`src/rtl/tsc_pkg.sv`:
```
package tsc_pkg;
  // width of every geometry field on the configuration inputs
  localparam int CFG_W = 12;

  typedef struct packed {
    logic [CFG_W-1:0] width;
    logic [CFG_W-1:0] height;
    logic [CFG_W-1:0] tile_w;
    logic [CFG_W-1:0] tile_h;
  } tsc_cfg_t;

  function automatic int idx_bits(input int n);
    return (n > 1) ? $clog2(n) : 1;
  endfunction
endpackage

```
`src/rtl/tsc_raster_track.sv`:
```
module tsc_raster_track
  import tsc_pkg::*;
#(
  parameter int GRID_COLS = 4,
  parameter int GRID_ROWS = 4,
  parameter int TC_W      = 2,
  parameter int TR_W      = 2
) (
  input  logic             clk,
  input  logic             rst,
  input  logic             in_valid,
  input  logic             in_sof,
  input  logic             in_eol,
  input  tsc_cfg_t         cfg_in,
  output logic [TC_W-1:0]  tile_col,
  output logic [TR_W-1:0]  tile_row,
  output logic             frame_end,
  output logic [CFG_W-1:0] col_q
);
  localparam logic [CFG_W-1:0] ONE     = CFG_W'(1);
  localparam logic [TC_W-1:0]  TC_LAST = TC_W'(GRID_COLS - 1);
  localparam logic [TR_W-1:0]  TR_LAST = TR_W'(GRID_ROWS - 1);
  localparam logic [TC_W-1:0]  TC_ONE  = TC_W'(1);
  localparam logic [TR_W-1:0]  TR_ONE  = TR_W'(1);

  tsc_cfg_t         cfg_q, cfg_eff;
  logic [CFG_W-1:0] row_q, scol_q, srow_q;
  logic [CFG_W-1:0] col_c, row_c, scol_c, srow_c;
  logic [TC_W-1:0]  tcol_q, tcol_c;
  logic [TR_W-1:0]  trow_q, trow_c;

  // position of the pixel on the inputs now (start of frame forces origin)
  always_comb begin
    if (in_sof) begin
      cfg_eff = cfg_in;
      col_c   = '0;
      row_c   = '0;
      scol_c  = '0;
      srow_c  = '0;
      tcol_c  = '0;
      trow_c  = '0;
    end else begin
      cfg_eff = cfg_q;
      col_c   = col_q;
      row_c   = row_q;
      scol_c  = scol_q;
      srow_c  = srow_q;
      tcol_c  = tcol_q;
      trow_c  = trow_q;
    end
  end

  assign tile_col  = tcol_c;
  assign tile_row  = trow_c;
  assign frame_end = in_valid && (row_c == cfg_eff.height - ONE) &&
                     (col_c == cfg_eff.width - ONE);

  always_ff @(posedge clk) begin
    if (rst) begin
      cfg_q  <= '0;
      col_q  <= '0;
      row_q  <= '0;
      scol_q <= '0;
      srow_q <= '0;
      tcol_q <= '0;
      trow_q <= '0;
    end else if (in_valid) begin
      cfg_q <= cfg_eff;
      if (in_eol) begin
        col_q  <= '0;
        scol_q <= '0;
        tcol_q <= '0;
        row_q  <= row_c + ONE;
        if (srow_c == cfg_eff.tile_h - ONE) begin
          srow_q <= '0;
          trow_q <= (trow_c == TR_LAST) ? trow_c : trow_c + TR_ONE;
        end else begin
          srow_q <= srow_c + ONE;
          trow_q <= trow_c;
        end
      end else begin
        col_q  <= col_c + ONE;
        row_q  <= row_c;
        srow_q <= srow_c;
        trow_q <= trow_c;
        if (scol_c == cfg_eff.tile_w - ONE) begin
          scol_q <= '0;
          tcol_q <= (tcol_c == TC_LAST) ? tcol_c : tcol_c + TC_ONE;
        end else begin
          scol_q <= scol_c + ONE;
          tcol_q <= tcol_c;
        end
      end
    end
  end
endmodule

```
`src/rtl/tsc_minmax_merge.sv`:
```
module tsc_minmax_merge #(
  parameter int PIX_W = 16
) (
  input  logic [PIX_W-1:0] old_lo,
  input  logic [PIX_W-1:0] old_hi,
  input  logic             old_hit,
  input  logic [PIX_W-1:0] px,
  output logic [PIX_W-1:0] new_lo,
  output logic [PIX_W-1:0] new_hi
);
  always_comb begin
    if (!old_hit) begin
      new_lo = px;
      new_hi = px;
    end else begin
      new_lo = (px < old_lo) ? px : old_lo;
      new_hi = (px > old_hi) ? px : old_hi;
    end
  end
endmodule

```
`src/rtl/tsc_tile_bank.sv`:
```
module tsc_tile_bank #(
  parameter int PIX_W     = 16,
  parameter int GRID_COLS = 4,
  parameter int GRID_ROWS = 4,
  parameter int TC_W      = 2,
  parameter int TR_W      = 2
) (
  input  logic             clk,
  input  logic             rst,
  input  logic             px_fire,
  input  logic             px_sof,
  input  logic [PIX_W-1:0] px_data,
  input  logic [TC_W-1:0]  px_col,
  input  logic [TR_W-1:0]  px_row,
  input  logic             frame_end,
  input  logic [TC_W-1:0]  rd_col,
  input  logic [TR_W-1:0]  rd_row,
  output logic [PIX_W-1:0] rd_min,
  output logic [PIX_W-1:0] rd_max,
  output logic             stats_valid
);
  localparam int NT    = GRID_COLS * GRID_ROWS;
  localparam int IDX_W = tsc_pkg::idx_bits(NT);

  logic [PIX_W-1:0] lo_mem [2][NT];
  logic [PIX_W-1:0] hi_mem [2][NT];
  logic [NT-1:0]    hit_q  [2];
  logic             pub_sel, acc_sel;
  logic [IDX_W-1:0] wr_idx, rd_idx;
  logic [PIX_W-1:0] new_lo, new_hi;
  logic             old_hit, rd_ok;

  assign acc_sel = ~pub_sel;
  assign wr_idx  = IDX_W'(px_row) * IDX_W'(GRID_COLS) + IDX_W'(px_col);
  assign rd_idx  = IDX_W'(rd_row) * IDX_W'(GRID_COLS) + IDX_W'(rd_col);
  assign rd_ok   = ({1'b0, rd_col} < (TC_W+1)'(GRID_COLS)) &&
                   ({1'b0, rd_row} < (TR_W+1)'(GRID_ROWS));
  // a start-of-frame pixel never merges with what the bank held before
  assign old_hit = hit_q[acc_sel][wr_idx] && !px_sof;

  tsc_minmax_merge #(.PIX_W(PIX_W)) u_merge (
    .old_lo  (lo_mem[acc_sel][wr_idx]),
    .old_hi  (hi_mem[acc_sel][wr_idx]),
    .old_hit (old_hit),
    .px      (px_data),
    .new_lo  (new_lo),
    .new_hi  (new_hi)
  );

  // statistic storage: plain write port, no reset
  always_ff @(posedge clk) begin
    if (px_fire) begin
      lo_mem[acc_sel][wr_idx] <= new_lo;
      hi_mem[acc_sel][wr_idx] <= new_hi;
    end
  end

  // occupancy flags and bank ownership
  always_ff @(posedge clk) begin
    if (rst) begin
      hit_q[0]    <= '0;
      hit_q[1]    <= '0;
      pub_sel     <= 1'b0;
      stats_valid <= 1'b0;
    end else begin
      if (px_fire && px_sof) hit_q[acc_sel] <= '0;
      if (px_fire) hit_q[acc_sel][wr_idx] <= 1'b1;
      if (frame_end) begin
        pub_sel     <= acc_sel;
        stats_valid <= 1'b1;
      end
    end
  end

  // registered read port on the published bank
  always_ff @(posedge clk) begin
    if (rst) begin
      rd_min <= '0;
      rd_max <= '1;
    end else if (stats_valid && rd_ok && hit_q[pub_sel][rd_idx]) begin
      rd_min <= lo_mem[pub_sel][rd_idx];
      rd_max <= hi_mem[pub_sel][rd_idx];
    end else begin
      rd_min <= '0;
      rd_max <= '1;
    end
  end
endmodule

```
`src/rtl/tile_stats_collector.sv`:
```
module tile_stats_collector
  import tsc_pkg::*;
#(
  parameter  int PIX_W     = 16,
  parameter  int GRID_COLS = 4,
  parameter  int GRID_ROWS = 4,
  localparam int TC_W      = tsc_pkg::idx_bits(GRID_COLS),
  localparam int TR_W      = tsc_pkg::idx_bits(GRID_ROWS)
) (
  input  logic             clk,
  input  logic             rst,
  input  logic             pix_valid,
  input  logic             pix_sof,
  input  logic             pix_eol,
  input  logic [PIX_W-1:0] pix_data,
  input  logic [CFG_W-1:0] cfg_width,
  input  logic [CFG_W-1:0] cfg_height,
  input  logic [CFG_W-1:0] cfg_tile_w,
  input  logic [CFG_W-1:0] cfg_tile_h,
  input  logic [TC_W-1:0]  rd_tile_col,
  input  logic [TR_W-1:0]  rd_tile_row,
  output logic [PIX_W-1:0] rd_min,
  output logic [PIX_W-1:0] rd_max,
  output logic             stats_valid
);
  tsc_cfg_t         cfg_bus;
  logic [TC_W-1:0]  cur_tcol;
  logic [TR_W-1:0]  cur_trow;
  logic             frame_end;
  logic [CFG_W-1:0] trk_col;

  assign cfg_bus = '{width: cfg_width, height: cfg_height,
                     tile_w: cfg_tile_w, tile_h: cfg_tile_h};

  tsc_raster_track #(
    .GRID_COLS (GRID_COLS),
    .GRID_ROWS (GRID_ROWS),
    .TC_W      (TC_W),
    .TR_W      (TR_W)
  ) u_track (
    .clk       (clk),
    .rst       (rst),
    .in_valid  (pix_valid),
    .in_sof    (pix_sof),
    .in_eol    (pix_eol),
    .cfg_in    (cfg_bus),
    .tile_col  (cur_tcol),
    .tile_row  (cur_trow),
    .frame_end (frame_end),
    .col_q     (trk_col)
  );

  tsc_tile_bank #(
    .PIX_W     (PIX_W),
    .GRID_COLS (GRID_COLS),
    .GRID_ROWS (GRID_ROWS),
    .TC_W      (TC_W),
    .TR_W      (TR_W)
  ) u_bank (
    .clk         (clk),
    .rst         (rst),
    .px_fire     (pix_valid),
    .px_sof      (pix_sof),
    .px_data     (pix_data),
    .px_col      (cur_tcol),
    .px_row      (cur_trow),
    .frame_end   (frame_end),
    .rd_col      (rd_tile_col),
    .rd_row      (rd_tile_row),
    .rd_min      (rd_min),
    .rd_max      (rd_max),
    .stats_valid (stats_valid)
  );
endmodule

```
`config.mk`:
```
export PLATFORM = sky130hd
export DESIGN_NAME = tile_stats_collector
export DESIGN_NICKNAME = d
export VERILOG_FILES = /design/src/rtl/tsc_pkg.sv /design/src/rtl/tsc_raster_track.sv /design/src/rtl/tsc_minmax_merge.sv /design/src/rtl/tsc_tile_bank.sv /design/src/rtl/tile_stats_collector.sv
export SDC_FILE = /design/constraint.sdc
export NUM_CORES = 2
export LEC_CHECK = 0
export CORE_MARGIN = 2
export CORE_UTILIZATION = 48
export DETAILED_ROUTE_END_ITERATION = 6
export PLACE_DENSITY = 0.75
export RECOVER_POWER = 100
export SETUP_SLACK_MARGIN = 0.5
export SYNTH_ARGS = -nofsm -noshare
export SYNTH_HDL_FRONTEND = slang
export SYNTH_SLANG_ARGS = --single-unit
```
`constraint.sdc`:
```
create_clock -name clk -period 6.75 [get_ports clk]
set_clock_uncertainty 0.2 [all_clocks]
set_input_delay 0.675 -clock clk [delete_from_list [all_inputs] [get_ports clk]]
set_output_delay 0.675 -clock clk [all_outputs]
set_load 0.03 [all_outputs]
```
; Word level (Yosys, flattened, before mapping)
; Memories as Yosys holds them, arrays and structs flattened. A register that Yosys moved wholly into a read port is not among the register bits.
; Cells that the tools add are included.
; W data, S select, Z words.
[totals]
n_memories = 3
inputBits = 73
output_inout_bits = 33
register_bits = 134
wordCells = 150
ram_bits = 1056
[classes]
reduce_logical = 10
n_eq_ne = 6
addsub = 12
n_bitwise = 20
muxes = 77
n_lt_le_gt_ge = 8
[memory_table]
columns = name, depth, word_bits, read_ports, rd_clocked_by_memory_dff, write_ports, line_no
row1 = u_bank.hi_mem, 2, 256, 2, 1, 1, tsc_tile_bank.sv:26  ; logic [PIX_W-1:0] hi_mem [2][NT];
row2 = u_bank.lo_mem, 2, 256, 2, 1, 1, tsc_tile_bank.sv:25  ; logic [PIX_W-1:0] lo_mem [2][NT];
row3 = u_bank.hit_q, 2, 16, 2, 1, 2, tsc_tile_bank.sv:27  ; logic [NT-1:0] hit_q [2];
[op_table]
columns = operator, count
row1 = $bmux W16 S4, 4
row2 = $mux W16, 16
row3 = $mux W256, 1
row4 = $mux W12, 10
row5 = $demux W16 S4, 1
row6 = $add A12 B1 Y12 const B, 4
row7 = $eq A12 B12 Y1, 4
row8 = $mux W48, 1
row9 = $sub A12 B1 Y12 const B, 4
row10 = $mux W1, 33
row11 = $gt A16 B16 Y1, 1
row12 = $lt A16 B16 Y1, 1
row13 = $mux W2, 8
row14 = $or A1 B1 Y1, 16
row15 = $reduce_or A16 Y1, 1
row16 = $ge A5 B5 Y1 const B, 2
row17 = $lt A4 B5 Y1 const B, 2
row18 = $not A4 Y5, 2
row19 = $add A4 B2 Y4, 2
row20 = $bmux W1 S4, 2
row21 = $logic_and A1 B1 Y1, 7
row22 = $lt A5 B1 Y1 const B, 1
row23 = $add A2 B1 Y2 const B, 2
row24 = $demux W1 S4, 1
row25 = other kinds (5), 7

; Logic depth before layout (Yosys ltp)
[logic_depth]
ltp_word = 10
ltp_mapped = 24
ltp_nobuf = 16

; By module
; From an unflattened synthesis, not the netlist that was laid out.
[hier_totals]
hier_cells = 3606
hier_area_um2 = 58304.7
[by_module_without_submodules]
columns = mod, cells_per_inst, n_inst, area_per_inst_um2, seq_area_each_um2
row1 = tsc_tile_bank, 2554, 1, 50328.3, 32411.1
row2 = tsc_raster_track, 901, 1, 6721.4, 2001.9
row3 = tsc_minmax_merge, 151, 1, 1255.0, 0.0

; Worst setup path after synthesis
; No wires, ideal clock.
[synth_path]
path_kind = input -> register
from = input pix_sof
to = memory u_bank.hi_mem[0][101] in the netlist's numbering, data pin
t_arrival_ps = 5427
cell_stages = 18
n_path_buf = 5
setup_time_ps = 385
required_time_ps = 6165
path_slack_ps = 738
path_cell_list = buf_4 > clkbuf_1 > buf_2 > nor2_1 > buf_2 > mux4_2 > mux4_2 > a21oi_1 > ha_1 > a21o_1 > a21o_1 > a21o_1 > a21oi_1 > nor2_1 > nor3_1 > o21ai_1 > buf_2 > mux2i_1
[synth_between]
elab_chain_cells = 9
elab_cells_between_ends = 14
classes_between = 1 x add/sub / 1 x order compare / 9 x mux / 1 x bitwise / 2 x reduce/logical
[synth_lines]
columns = item, line_no
row1 = "start, declared", tile_stats_collector.sv:13  ; input logic pix_sof,
row2 = $mux W2, tsc_raster_track.sv:34  ; if (in_sof) begin
row3 = $add A4 B2 Y4, tsc_tile_bank.sv:34  ; assign wr_idx = IDX_W'(px_row) * IDX_W'(GRID_COLS) + IDX_W'(px_col);
row4 = $not A4 Y5 (implied by the code), tsc_tile_bank.sv:43  ; .old_hi (hi_mem[acc_sel][wr_idx]),
row5 = $bmux W16 S4, tsc_tile_bank.sv:43
row6 = $mux W16 (implied by the code) (2 in series), tsc_tile_bank.sv:43
row7 = $gt A16 B16 Y1, tsc_minmax_merge.sv:17  ; new_hi = (px > old_hi) ? px : old_hi;
row8 = $mux W16, tsc_minmax_merge.sv:17
row9 = $mux W16 (*), tsc_minmax_merge.sv:12  ; if (!old_hit) begin
row10 = via u_bank.new_hi[5], tsc_tile_bank.sv:30  ; logic [PIX_W-1:0] new_lo, new_hi;
row11 = "end, declared", tsc_tile_bank.sv:26
; The timed path passes the listed nets; every way through them passes the cells marked *. The select of a mux whose other input is x is not followed.

; Final worst setup path
[layout_path]
from = register u_track.tcol_q[1]
to = memory u_bank.hi_mem[1][1] in the netlist's numbering (enable)
[layout_between]
elab_chain_cells = 8
elab_cells_between_ends = 9
classes_between = 1 x add/sub / 2 x order compare / 4 x mux / 1 x bitwise / 1 x reduce/logical
[layout_lines]
columns = item, line_no
row1 = "start, declared", tsc_raster_track.sv:29  ; logic [TC_W-1:0] tcol_q, tcol_c;
row2 = "start signal, assigned", tsc_raster_track.sv:88  ; tcol_q <= (tcol_c == TC_LAST) ? tcol_c : tcol_c + TC_ONE;
row3 = "start signal, assigned", tsc_raster_track.sv:91  ; tcol_q <= tcol_c;
row4 = $mux W2 (*), tsc_raster_track.sv:34
row5 = $add A4 B2 Y4 (*), tsc_tile_bank.sv:34
row6 = $not A4 Y5 (implied by the code) (*), tsc_tile_bank.sv:54  ; hi_mem[acc_sel][wr_idx] <= new_hi;
row7 = $ge A5 B5 Y1 (implied by the code) / $lt A5 B1 Y1 (equally long branches), tsc_tile_bank.sv:54
row8 = $logic_and A1 B1 Y1 (implied by the code), tsc_tile_bank.sv:54
row9 = $mux W16 (implied by the code), tsc_tile_bank.sv:54
row10 = $demux W16 S4 (*), tsc_tile_bank.sv:54
row11 = $mux W256 (implied by the code) (*), tsc_tile_bank.sv:54
; Mark *: on every way between the ends. The rest lies on a longest branch, timed or not.

==> impl_metrics.yaml <==
logic_synthesis:
  yosys_most_used_dff: "edfxtp_1"
  ys_seq_area_frac: 0.5953
  syn_inst: 3803
  synth-seq-cells: 1191
  syn_area_per_cell_um2: 15.20
  syn_nets: 3915
  async_flop_share: 0
  synth_warnings: 0
  synth-edff-count: 1056
  synth_cell_types: 78
  syn_area_mm2: 0.05781
hold_path:
  min_from: "rst"
  holdPathEnd: "u_track.cfg_q[18]$_SDFFE_PP0P_"
  hp-class: "input pin to flip-flop"
  hold_depth: 2
power:
  p_clk_frac: 0.425
  leakagePower_uw: 0.02038
  sw_frac_of_total: 0.2214
  ir_drop_mv: 0.2457
  seqPwrFrac: 0.517
  p_sw_uw: 3485
  pwr_density_cell_mw_per_mm2: 242.4
  pwr-share-comb: 0.058
  p_int_uw: 12260
sta:
  fin_crit_ps: 6397
  slew_violations: 930
  rsz0062_at_grt: "false"
  period_share: 0.9478
  worst_hold_slack_ps: 209.6
  fin_setup_tns_ps: 0
  tightest_slew_ps: 3945
  finalHoldViolCount: 0
  setup_viol: 0
  fmax_ghz: 0.1563
  relSlewSlack: -1.640
clock_tree:
  cts_root_buffer: "clkbuf_16"
  clock_latency_ps: 770
  numCtsBuffers: 119
  post_cts_buffers: 0
  cts_tree: "done"
  cts_max_level: 3
  clkTransAtPathRegs_ps: 60
  clock_sinks: 1191
  clk_path_buf_depth: 3
detailed_routing:
  ant_nets: 0
  drt_iter0_drc: 6627
  detail_route.wl_per_cell_um: 32.36
  drc: 0
  vias_per_cell: 7.067
  drt-total-wl_um: 180900
  via_count: 39509
  dr.pass1.iters: 6
die:
  start_util: 0.4831
  die_x_um: 351.0
  num_rows: 127
  core_mm2: 0.1197
  die_area_mm2: 0.1232
  die_height_um: 351.0
  io_pins: 106
place:
  post-dp-hpwl_um: 103100
  gp_congestion: 0.8882
  numPortBuffers: 105
worst_setup_path:
  r2r_cells: 6
  worstPathMaxFanout: 23
  cp_data_required_time_ps: 6810
  path_class: "flip-flop to flip-flop"
  crit_path_end_kind: "flip-flop"
  r2r_slack_ps: 350
  slowest_stage: "dlymetal6s2s_1"
  startpoint_type: "flip-flop"
  max_stage_delay_ps: 1920
  critPathArrivalTime_ps: 6460
  rr_endpoint: "u_bank.hi_mem[1][1]$_DFFE_PP_"
  r2r-start: "u_track.tcol_q[1]$_SDFFE_PP0P_"
  cp_cell_sequence: "nand2b_1 -> nor2_2 -> buf_4 -> nand2_1 -> nor2_1 -> dlymetal6s2s_1"
status:
  violations: "capacitance limit, slew limit"
  status: "finished with violations"
job:
  drv_cap: 44
final_layout:
  most-common-layout-cells: "edfxtp_1 (1056), mux4_2 (410), mux2i_1 (281)"
  fin_nets: 3988
  syn_to_final_growth_pct: 12.32
  layout_commonest_cell: "edfxtp_1"
  multi_input_area_mm2: 0.02226
  seq_area_mm2: 0.03442
  drive_gt1_frac: 0.1991
  fillerInstances: 9253
global_routing:
  grt_max_degree: 111
  gr-total-overflow: 0
  grt_usage: 0.2915
  antenna_found_initial: 2
  grt_pass1_vias: 38266
  grt_first_pass_wirelength_um: 261100
[power groups by stage]
| stage | sequential [uW] | combinational, uW | clock [uW] |
|---|---|---|---|
| CTS | 8130 | 903 | 6730 |
| global placement | 8290 | 882 | 0 |
| finish | 8140 | 910 | 6690 |
| global route | 8140 | 971 | 7030 |
| detailed placement | 8290 | 897 | 0 |
| floorplan | 8290 | 571 | 0 |
[critical path, delay by kind of cell, from the launching register on]
kind | cells | cell delay (ps)
buffers and inverters | 2 | 2330
and+or+nand+nor | 4 | 2780
DFF | 1 | 610
[synthesized netlist by cell type, drive strengths merged (13+ instances only)]
library cell	n	area (um2)
a21o	29	217.7
a21oi	170	850.8
a221oi	126	1110
a22oi	17	127.6
and3	28	175.2
buf	114	491.7
clkbuf	186	698.2
dfxtp	135	2703
edfxtp	1056	31710
ha	39	488.0
inv	40	150.1
mux2	16	180.2
mux2i	307	3073
mux4	410	9234
nand2	241	907.1
nand2b	14	87.58
nand3	29	145.1
nand4	15	93.84
nor2	205	769.5
nor2b	35	219.0
nor3	50	250.2
nor4	14	87.58
o21ai	97	485.5
o221ai	87	762.0
o22ai	31	193.9
o31ai	13	97.59
or2	21	131.4
xnor2	52	455.4
xor2	35	306.5
[registers in the layout (all words and copies together) (netlist names), named ones only]
signal	cells
u_bank.hit_q	32
u_bank.lo_mem	512
u_bank.pub_sel	1
u_track.tcol_q	2
u_track.col_q	12
u_bank.rd_max	16
u_track.trow_q	2
u_bank.stats_valid	1
u_track.scol_q	12
u_bank.hi_mem	512
u_track.row_q	12
u_track.srow_q	12
u_bank.rd_min	16
u_track.cfg_q	48
[metal layers]
metal  routed length [um]  vias up  global-route usage
met3                26540      602             0.08165
met1                63380    19729              0.3919
met5                   13        -                   0
met2                81630     3466              0.4419
li1                     -    15710                   -
met4                 9375        2              0.1351
[final cells by class]
cell class,count,area share
repair buffers,252,0.03278
multi-input cells,2271,0.3427
clock buffers,159,0.05050
diodes,2,0.00007707
flip-flops and latches,1191,0.5301
inverters,41,0.002370
clock inverters,63,0.01041
well taps,1612,0.03106
[kinds of logic after synthesis]
group                      after synthesis  share of synthesized area
AOI/OAI and AO/OA                      697                    0.08538
and+or+nand+nor                        714                    0.05809
muxes                                  733                     0.2160
xor gates and xnor gates                88                    0.01357
DFF                                   1191                     0.5953
adders and majority gates               39                   0.008441
buffers and inverters                  341                    0.02324
[worst max path at each step]
| stage | start | end | slack (ps) | cells past startpoint |
|---|---|---|---|---|
| floorplan | pix_sof | u_bank.hi_mem[0][101]$_DFFE_PP_ | 740 | 18 |
| CTS | u_track.tcol_q[0]$_SDFFE_PP0P_ | u_bank.hi_mem[0][253]$_DFFE_PP_ | 850 | 18 |
| finish | u_track.tcol_q[1]$_SDFFE_PP0P_ | u_bank.hi_mem[1][1]$_DFFE_PP_ | 350 | 6 |
| global route | pix_valid | u_bank.hi_mem[1][1]$_DFFE_PP_ | 360 | 7 |
| global placement | pix_sof | u_bank.hi_mem[1][237]$_DFFE_PP_ | 950 | 20 |
| detailed placement | pix_sof | u_bank.hi_mem[0][253]$_DFFE_PP_ | 810 | 19 |
[metrics by stage]
step / setup slack, ps / util / cells / power, uW / cell area (um2)
after floorplan: 738.2 / - / 3803 / 8863 / 57810
after global placement: 947.0 / 0.5128 / 5367 / 9172 / 61360
after detailed placement: 805.7 / 0.5128 / 5367 / 9189 / 61360
after CTS: 853.4 / 0.5459 / 5589 / 15770 / 65320
after global routing: 360.3 / 0.5426 / 5589 / 16140 / 64930
final: 352.7 / 0.5427 / 5591 / 15740 / 64930
[timing repair]
action	CTS	global route
setup endpoints to repair	0	17
hold buffers	0	0
resized for setup	0	1
(Power assumes the default switching activity.)
